## config.mk

```make
export PLATFORM = sky130hd
export DESIGN_NAME = rldt_top
export DESIGN_NICKNAME = d
export VERILOG_FILES = /design/src/rtl/rldt_pkg.sv /design/src/rtl/rldt_regs.sv /design/src/rtl/rldt_count.sv /design/src/rtl/rldt_pin.sv /design/src/rtl/rldt_top.sv
export SDC_FILE = /design/constraint.sdc
export NUM_CORES = 1
export LEC_CHECK = 0
export ABC_CLOCK_PERIOD_IN_PS = 2900
export BUFFER_PORTS_ARGS = -buffer_cell sky130_fd_sc_hd__buf_2
export CORE_MARGIN = 1
export CORE_UTILIZATION = 57
export DETAILED_ROUTE_END_ITERATION = 16
export PLACE_DENSITY = 0.87
export SLEW_MARGIN = 5
export SYNTH_ARGS = -nofsm -noshare
export SYNTH_HDL_FRONTEND = slang
export SYNTH_HIERARCHICAL = 1
export SYNTH_SLANG_ARGS = --single-unit
```

## constraint.sdc

```tcl
create_clock -name clk -period 2.9 [get_ports clk]
set_clock_uncertainty 0.05 [all_clocks]
set_input_delay 0.435 -clock clk [delete_from_list [all_inputs] [get_ports clk]]
set_output_delay 0.435 -clock clk [all_outputs]
set_load 0.02 [all_outputs]
```

## src/rtl/rldt_pkg.sv

```systemverilog
// Package: shared field positions, addresses and mode codes for the
// reloading interval timer. Assumes the register data path is at least
// 11 bits wide so that every control field fits.
package rldt_pkg;

    // Control register field positions
    localparam int BIT_RUN  = 0;
    localparam int BIT_IEN  = 1;
    localparam int BIT_INV  = 2;
    localparam int MODE_LO  = 3;
    localparam int MODE_HI  = 5;
    localparam int BIT_DIR  = 6;
    localparam int BIT_FLAG = 7;
    localparam int BIT_DOUT = 10;

    // Register word addresses
    localparam logic [1:0] ADDR_CTRL    = 2'd0;
    localparam logic [1:0] ADDR_PRELOAD = 2'd1;
    localparam logic [1:0] ADDR_COUNT   = 2'd2;
    localparam logic [1:0] ADDR_SPARE   = 2'd3;

    // Pin behaviour codes
    localparam logic [2:0] MODE_QUIET  = 3'b000;
    localparam logic [2:0] MODE_PULSE  = 3'b001;
    localparam logic [2:0] MODE_TOGGLE = 3'b010;

    // Stored control fields
    typedef struct packed {
        logic       run;
        logic       ien;
        logic       inv;
        logic [2:0] mode;
        logic       dir;
    } ctrl_t;

endpackage

```

## src/rtl/rldt_regs.sv

```systemverilog
// Module: register file of the interval timer. It holds the control
// fields, the data-out bit, the sticky status flag and the preload value,
// and it builds the combinational read mux. Assumes DATA_W >= 11 and
// DATA_W >= CNT_W. Read data depends only on reg_addr; reg_rd only clears
// the flag.
module rldt_regs
    import rldt_pkg::*;
#(
    parameter int DATA_W = 24,
    parameter int CNT_W  = 24
) (
    input  logic              clk,
    input  logic              rst_n,
    input  logic              reg_wr,
    input  logic              reg_rd,
    input  logic [1:0]        reg_addr,
    input  logic [DATA_W-1:0] reg_wdata,
    input  logic              expire,
    input  logic [CNT_W-1:0]  count,
    output logic [DATA_W-1:0] reg_rdata,
    output ctrl_t             ctrl,
    output logic              dout,
    output logic              flag,
    output logic [CNT_W-1:0]  preload,
    output logic              start
);

    ctrl_t            ctrl_q;
    logic             dout_q;
    logic             flag_q;
    logic [CNT_W-1:0] preload_q;
    logic             wr_ctrl;
    logic             wr_pre;
    logic             rd_ctrl;
    logic [2:0]       w_mode;
    logic             gpio_wr;

    // Decode the strobes and the incoming mode for this cycle
    always_comb begin
        wr_ctrl = reg_wr && (reg_addr == ADDR_CTRL);
        wr_pre  = reg_wr && (reg_addr == ADDR_PRELOAD);
        rd_ctrl = reg_rd && (reg_addr == ADDR_CTRL);
        w_mode  = reg_wdata[MODE_HI:MODE_LO];
        gpio_wr = wr_ctrl && (w_mode == MODE_QUIET) && reg_wdata[BIT_DIR];
        start   = wr_ctrl && reg_wdata[BIT_RUN] && !ctrl_q.run;
    end

    // Control fields: loaded on every control write
    always_ff @(posedge clk) begin
        if (!rst_n) begin
            ctrl_q <= '0;
        end else if (wr_ctrl) begin
            ctrl_q.run  <= reg_wdata[BIT_RUN];
            ctrl_q.ien  <= reg_wdata[BIT_IEN];
            ctrl_q.inv  <= reg_wdata[BIT_INV];
            ctrl_q.mode <= w_mode;
            ctrl_q.dir  <= reg_wdata[BIT_DIR];
        end
    end

    // Data-out: stored only when the write itself selects an output in mode 000
    always_ff @(posedge clk) begin
        if (!rst_n) begin
            dout_q <= 1'b0;
        end else if (gpio_wr) begin
            dout_q <= reg_wdata[BIT_DOUT];
        end
    end

    // Status flag: expiry sets it and wins over a clearing read
    always_ff @(posedge clk) begin
        if (!rst_n) begin
            flag_q <= 1'b0;
        end else if (expire) begin
            flag_q <= 1'b1;
        end else if (rd_ctrl) begin
            flag_q <= 1'b0;
        end
    end

    // Preload register
    always_ff @(posedge clk) begin
        if (!rst_n) begin
            preload_q <= '0;
        end else if (wr_pre) begin
            preload_q <= reg_wdata[CNT_W-1:0];
        end
    end

    // Read mux: unused bits and the spare address read as zero
    always_comb begin
        reg_rdata = '0;
        case (reg_addr)
            ADDR_CTRL: begin
                reg_rdata[BIT_RUN]         = ctrl_q.run;
                reg_rdata[BIT_IEN]         = ctrl_q.ien;
                reg_rdata[BIT_INV]         = ctrl_q.inv;
                reg_rdata[MODE_HI:MODE_LO] = ctrl_q.mode;
                reg_rdata[BIT_DIR]         = ctrl_q.dir;
                reg_rdata[BIT_FLAG]        = flag_q;
                reg_rdata[BIT_DOUT]        = dout_q;
            end
            ADDR_PRELOAD: reg_rdata[CNT_W-1:0] = preload_q;
            ADDR_COUNT:   reg_rdata[CNT_W-1:0] = count;
            default:      reg_rdata = '0;
        endcase
    end

    assign ctrl    = ctrl_q;
    assign dout    = dout_q;
    assign flag    = flag_q;
    assign preload = preload_q;

endmodule

```

## src/rtl/rldt_count.sv

```systemverilog
// Module: half-rate prescaler and reloading down-counter. A start pulse
// loads the preload value and resets the phase, so the first tick falls
// two clocks after the start edge. Assumes start is only raised while run
// is low.
module rldt_count #(
    parameter int CNT_W = 24
) (
    input  logic             clk,
    input  logic             rst_n,
    input  logic             start,
    input  logic             run,
    input  logic [CNT_W-1:0] preload,
    output logic [CNT_W-1:0] count,
    output logic             tick,
    output logic             expire
);

    logic             phase_q;
    logic [CNT_W-1:0] count_q;

    // Prescaler phase: advances only while running
    always_ff @(posedge clk) begin
        if (!rst_n) begin
            phase_q <= 1'b0;
        end else if (start) begin
            phase_q <= 1'b0;
        end else if (run) begin
            phase_q <= ~phase_q;
        end
    end

    // Tick and expiry decode
    always_comb begin
        tick   = run && phase_q;
        expire = tick && (count_q == '0);
    end

    // Counter: load on start, reload on expiry, otherwise step down per tick
    always_ff @(posedge clk) begin
        if (!rst_n) begin
            count_q <= '0;
        end else if (start) begin
            count_q <= preload;
        end else if (expire) begin
            count_q <= preload;
        end else if (tick) begin
            count_q <= count_q - 1'b1;
        end
    end

    assign count = count_q;

endmodule

```

## src/rtl/rldt_pin.sv

```systemverilog
// Module: timer pin driver. It produces a fixed-width pulse or a toggle on
// each expiry, or a software-driven level in mode 000, each with an
// optional inversion. Assumes PULSE_LEN >= 1.
module rldt_pin
    import rldt_pkg::*;
#(
    parameter int PULSE_LEN = 2
) (
    input  logic       clk,
    input  logic       rst_n,
    input  logic       start,
    input  logic       expire,
    input  logic [2:0] mode,
    input  logic       inv,
    input  logic       dir,
    input  logic       dout,
    output logic       pin_out,
    output logic       pin_oe,
    output logic       pulse_act
);

    localparam int PW_W = $clog2(PULSE_LEN + 1);

    logic [PW_W-1:0] pw_q;
    logic            tog_q;

    // Pulse length counter: reloaded at each expiry, runs down to zero
    always_ff @(posedge clk) begin
        if (!rst_n || start) begin
            pw_q <= '0;
        end else if (expire) begin
            pw_q <= PW_W'(PULSE_LEN);
        end else if (pw_q != '0) begin
            pw_q <= pw_q - 1'b1;
        end
    end

    // Toggle state: cleared on start, flipped at each expiry
    always_ff @(posedge clk) begin
        if (!rst_n || start) begin
            tog_q <= 1'b0;
        end else if (expire) begin
            tog_q <= ~tog_q;
        end
    end

    assign pulse_act = (pw_q != '0);

    // Pin selection per mode
    always_comb begin
        case (mode)
            MODE_PULSE: begin
                pin_oe  = 1'b1;
                pin_out = pulse_act ^ inv;
            end
            MODE_TOGGLE: begin
                pin_oe  = 1'b1;
                pin_out = tog_q ^ inv;
            end
            MODE_QUIET: begin
                pin_oe  = dir;
                pin_out = dir && (dout ^ inv);
            end
            default: begin
                pin_oe  = 1'b0;
                pin_out = 1'b0;
            end
        endcase
    end

endmodule

```

## src/rtl/rldt_top.sv

```systemverilog
// Module: top of the reloading interval timer. It ties the register file,
// the counter and the pin driver together and forms the interrupt line.
// Assumes a single clock domain with a synchronous active-low reset.
module rldt_top
    import rldt_pkg::*;
#(
    parameter int DATA_W    = 24,
    parameter int CNT_W     = 24,
    parameter int PULSE_LEN = 2
) (
    input  logic              clk,
    input  logic              rst_n,
    input  logic              reg_wr,
    input  logic              reg_rd,
    input  logic [1:0]        reg_addr,
    input  logic [DATA_W-1:0] reg_wdata,
    output logic [DATA_W-1:0] reg_rdata,
    output logic              pin_out,
    output logic              pin_oe,
    output logic              irq
);

    ctrl_t            ctrl;
    logic             dout;
    logic             flag;
    logic [CNT_W-1:0] preload;
    logic             start;
    logic [CNT_W-1:0] count;
    logic             tick;
    logic             expire;
    logic             pulse_act;

    rldt_regs #(.DATA_W(DATA_W), .CNT_W(CNT_W)) u_regs (
        .clk       (clk),
        .rst_n     (rst_n),
        .reg_wr    (reg_wr),
        .reg_rd    (reg_rd),
        .reg_addr  (reg_addr),
        .reg_wdata (reg_wdata),
        .expire    (expire),
        .count     (count),
        .reg_rdata (reg_rdata),
        .ctrl      (ctrl),
        .dout      (dout),
        .flag      (flag),
        .preload   (preload),
        .start     (start)
    );

    rldt_count #(.CNT_W(CNT_W)) u_count (
        .clk     (clk),
        .rst_n   (rst_n),
        .start   (start),
        .run     (ctrl.run),
        .preload (preload),
        .count   (count),
        .tick    (tick),
        .expire  (expire)
    );

    rldt_pin #(.PULSE_LEN(PULSE_LEN)) u_pin (
        .clk       (clk),
        .rst_n     (rst_n),
        .start     (start),
        .expire    (expire),
        .mode      (ctrl.mode),
        .inv       (ctrl.inv),
        .dir       (ctrl.dir),
        .dout      (dout),
        .pin_out   (pin_out),
        .pin_oe    (pin_oe),
        .pulse_act (pulse_act)
    );

    // Interrupt: pending flag gated by the enable bit
    assign irq = flag && ctrl.ien;

endmodule

```

Word-level counts from Yosys, hierarchy flattened
Cells that the tools add are included.
Widths: inputs -> output; s select.
{ "classes": {"eq_ne": 4, "muxes": 13, "n_addsub": 2, "bitwise": 6, "reduce_logical": 25} }
{ "op_table": {"columns": ["cell", "n"], "rows": [
  ["$mux 24", 3],
  ["$pmux 13 s2", 1],
  ["$logic_not 24->1", 1],
  ["$pmux 8 s3", 1],
  ["$sub 24x1->24 const B", 1],
  ["$logic_and 1x1->1", 11],
  ["$logic_not 3->1", 2],
  ["$pmux 1 s3", 2],
  ["$reduce_bool 2->1", 3],
  ["$reduce_or 2->1", 3],
  ["$mux 2", 2],
  ["$pmux 2 s2", 1],
  ["$eq 3x1->1 const B", 1],
  ["$eq 3x2->1 const B", 1],
  ["$not 1->1", 3],
  ["$reduce_bool 3->1", 1],
  ["$xor 1x1->1", 3],
  ["$eq 2x1->1 const B", 1],
  ["$eq 2x2->1 const B", 1],
  ["$logic_not 1->1", 2],
  ["$logic_not 2->1", 1],
  ["$mux 1", 2],
  ["$pmux 1 s2", 1],
  ["$sub 2x1->2 const B", 1],
  ["$logic_or 1x1->1", 1]
]} }
{ "word_totals": {"output_inout_bits": 27, "elab_cells": 63, "ff_bits": 61} }

Depth between registers and ports, before layout
{ "logic_depth": {"depth_word": 6, "ltp_mapped": 11} }

Cells and area by module
Netlist, hierarchy kept.
{ "by_module_without_submodules": {"columns": ["mod", "seq_area_each_um2", "cells_per_inst", "n_inst", "area_each_um2"], "rows": [
  ["rldt_regs", 660.6, 209, 1, 1707.9],
  ["rldt_count", 500.5, 215, 1, 1659.1],
  ["rldt_pin", 60.1, 19, 1, 182.7],
  ["rldt_top", 0.0, 1, 1, 6.3]
]} }

Worst setup path before layout
OpenSTA, ideal clock, no wires.
{ "synth_path": {"kind": "input -> register", "from": "input port reg_addr[0]", "to": "register u_count.count_q[5] (netlist: u_count/count[5])", "path_slack_ns": 0.683, "required_time_ns": 2.722, "arrival_time_ns": 2.040, "setup_ns": 0.128, "stages": 11, "path_buffers": 2, "path_cell_list": "inv_1 ha_1 nand2_1 nor3b_1 clkbuf_8 clkinv_1 o21ai_2 buf_6 a21oi_1 a221oi_1 nor2_1"} }
{ "synth_between": {"elab_chain_len": 5, "elab_cells_between_ends": 6, "cone_classes": "1 x mux; 5 x reduce/logical"} }
{ "synth_lines": {"columns": ["item", "line_no", "source"], "rows": [
  ["start, declared", "rldt_top.sv:15", "input logic [1:0] reg_addr,"],
  ["$logic_not 2->1 *", "rldt_regs.sv:40", "wr_ctrl = reg_wr && (reg_addr == ADDR_CTRL);"],
  ["$logic_and 1x1->1 *", "rldt_regs.sv:40", null],
  ["$logic_and 1x1->1 * (2 in a row)", "rldt_regs.sv:45", "start = wr_ctrl && reg_wdata[BIT_RUN] && !ctrl_q.run;"],
  ["named net start", "rldt_top.sv:27", "logic start;"],
  ["$reduce_bool 3->1 (no source line) / $mux 24 (equally long branches)", null, null],
  ["end signal, assigned", "rldt_count.sv:43", "count_q <= preload;"],
  ["end signal, assigned", "rldt_count.sv:45", "count_q <= preload;"],
  ["end signal, assigned", "rldt_count.sv:47", "count_q <= count_q - 1'b1;"],
  ["end, declared", "rldt_count.sv:19", "logic [CNT_W-1:0] count_q;"]
]} }
Mark *: on every way through the listed nets, which the timed path passes. The rest lies on a longest branch.
A chain may end at the register's enable or synchronous reset.

Worst setup path after layout
{ "layout_path": {"from": "register u_count.count_q[0] (netlist: u_count/count[0])", "to": "register u_count.count_q[0] (netlist: u_count/count[0])"} }
{ "layout_between": {"elab_chain_len": 4, "elab_cells_between_ends": 7, "cone_classes": "1 x add/sub; 3 x mux; 3 x reduce/logical"} }
{ "layout_lines": {"columns": ["item", "line_no", "source"], "rows": [
  ["$logic_not 24->1 *", "rldt_count.sv:35", "expire = tick && (count_q == '0);"],
  ["$logic_and 1x1->1 *", "rldt_count.sv:35", null],
  ["named net expire", "rldt_top.sv:30", "logic expire;"],
  ["$mux 24", "rldt_count.sv:44", "end else if (expire) begin"],
  ["$mux 24", "rldt_count.sv:42", "end else if (start) begin"]
]} }
Mark *: on every way through the listed nets, which the timed path passes. The rest lies on a longest branch. The select of a mux whose other input is x is not followed.

==> flow_summary.ini <==
[sta]
setup_viol = 0
tightest_slew_ps = 939
final-hold-violation-count = 0
rsz0062_at_grt = no
min_period_over_period_pct = 88.1
fin_ws_ps = 346
holdWs_ps = 268
period_minus_slack_ps = 2550
fin_tns_setup_ps = 0
max_freq_ghz = 0.392
slew_headroom_pct = 37.2
maxSlewViolCount = 0

[final_layout]
final_cells = 577
diodes = 0
fillCellCount = 490
multi_input_area_um2 = 2140
syn_to_final_growth_pct = 14.2
layout-drive-gt1-share_pct = 20.3
utilization_pct = 68.2
design_area_um2 = 4060
seq_area_um2 = 1220
nets = 534

[die]
coreArea_um2 = 5960
ios = 57
die-width_um = 81.0
initial_core_util_pct = 59.7
die-area_um2 = 6560
dieHeight_um = 81.0
rows = 28

[route]
dr.first_iter.drc_count = 484
first_pass_iters = 5
drc = 0
num_vias = 3694
wl_per_cell_um = 18.0
ant_nets = 0
viasPerCell = 6.40
wl_um = 10400

[hold_path]
hp-start = reg_wdata[13]
hold_path_class = input pin to flip-flop

[placement]
place_ws_ps = 452
dpl.cell_count = 562
numPortBuffers = 56
gp_congestion = 0.990
placed_area_um2 = 3860
dpl.hpwl_um = 7280

[cts]
cts_tree = yes
clock_latency_ps = 340
cts_sinks = 61
cts_setup_buffers = 0
cts-root-buf = clkbuf_8
cts_resized = 0
hold_buffers = 0
cts_buffer_depth = 2
clk_pin_slew_ps = 70
cts_max_level = 3
cts_buffers = 9

[global_routing]
grt_pass1_vias = 3335
grt_usage_pct = 33.0
grt_antenna_before_repair = 0
grt-ovfl-total = 0
grt_pass1_wl_um = 16400
grt_max_degree = 46

[setup_path]
worstPathMaxFanout = 8
crit_type = flip-flop to flip-flop
crit_start = u_count/count[0]$_SDFFE_PN0P_
arrival_ps = 2710
critPathLaunchType = flip-flop
r2r-start = u_count/count[0]$_SDFFE_PN0P_
critPathCaptureType = flip-flop
crit_required_ps = 3050

[synth]
ys_warn_count = 6
yosysSeqAreaShare_pct = 34.3
ys_seq_elements = 61
syn_area_um2 = 3560
ys.flop_type = dfxtp_1
synth_cell_type_count = 69
netlist_top_cells_area = dfxtp_1 (34%), nand2_1 (9.8%), a21boi_1 (3.6%)
yosys.cell_count.top_type = nand2_1
synthTopCellsByCount = nand2_1 (93), dfxtp_1 (61), nor2_1 (31)
netlist_instances = 444
yosysTopAreaCell = dfxtp_1
syn-mean-instance-area_um2 = 8.01
async_flop_share_pct = 0
synth.net_count = 480
yosysTopAreaCellShare_pct = 34.3
synth_edf_count = 0

[power]
powerDensity_nw_per_um2 = 476
ir_drop_v = 0.000363
p_leak_nw = 1.60
power.total_mw = 1.93

[status]
status = finished clean

[job]
cap_violations = 0
cells in the final DEF, fill, tap and decap left out, drive strengths merged, types with 15 or more instances in the layout:
cell type	count
dfxtp	61
buf	70
a22oi	15
nor2	31
nor3	16
o21ai	23
nor2b	16
a21oi	17
a21boi	31
nand2	93
power breakdown:
| group | internal [mW] | switching (mW) | leakage [nW] |
|---|---|---|---|
| registers | 0.859 | 0.0300 | 0.494 |
| logic | 0.105 | 0.166 | 1.01 |
| clock network | 0.436 | 0.336 | 0.101 |
| total | 1.40 | 0.532 | 1.60 |
critical path, stage by stage (launching register included):
cell and delay, ps:
dfxtp_1 350, inv_1 140, ha_1 170, nor4b_1 360, nand4_2 200, nor2_1 470
nor2_1 310, o2111ai_1 250, o311ai_1 120
area by class of cell:
cell class / count / area share (%)
flip-flops and latches: 61 / 30.1
multi-input cells: 349 / 52.6
clock inverters: 4 / 1.17
inverters: 7 / 0.647
clock buffers: 11 / 3.73
repair buffers: 70 / 9.49
well taps: 75 / 2.31
sequential cells by signal, summed over array words and instances (netlist names):
register	count
u_pin/tog_q	1
u_regs/flag	1
u_regs/preload	24
u_regs/dout	1
u_count/count	24
u_pin/pw_q	2
u_count/phase_q	1
u_regs/ctrl	7
metal layers:
layer	up-vias	share of wire [%]	track usage, %
li1	1720	-	-
met1	1717	44	46.5
met2	225	45	49.1
met3	32	8.9	4.94
met4	0	3.1	15.7
met5	-	0	0
kinds of logic after synthesis:
kind of cell / share of synthesized area [%]
mux: 0.563
compound gates: 25.7
simple gates: 30.2
buf+inv: 5.59
xor+xnor: 1.48
flops: 34.3
fa+ha+maj: 2.11
final timing paths:
check                               endpoint  slack (ps)  cells after the start
max reg2reg    u_count/count[0]$_SDFFE_PN0P_         350                      8
min reg2reg       u_pin/pw_q[0]$_SDFFE_PP0N_         420                      1
min          u_regs/preload[13]$_SDFFE_PN0P_         270                      3
max            u_count/count[0]$_SDFFE_PN0P_         350                      8
No activity file was read; power rests on OpenSTA's default activity.
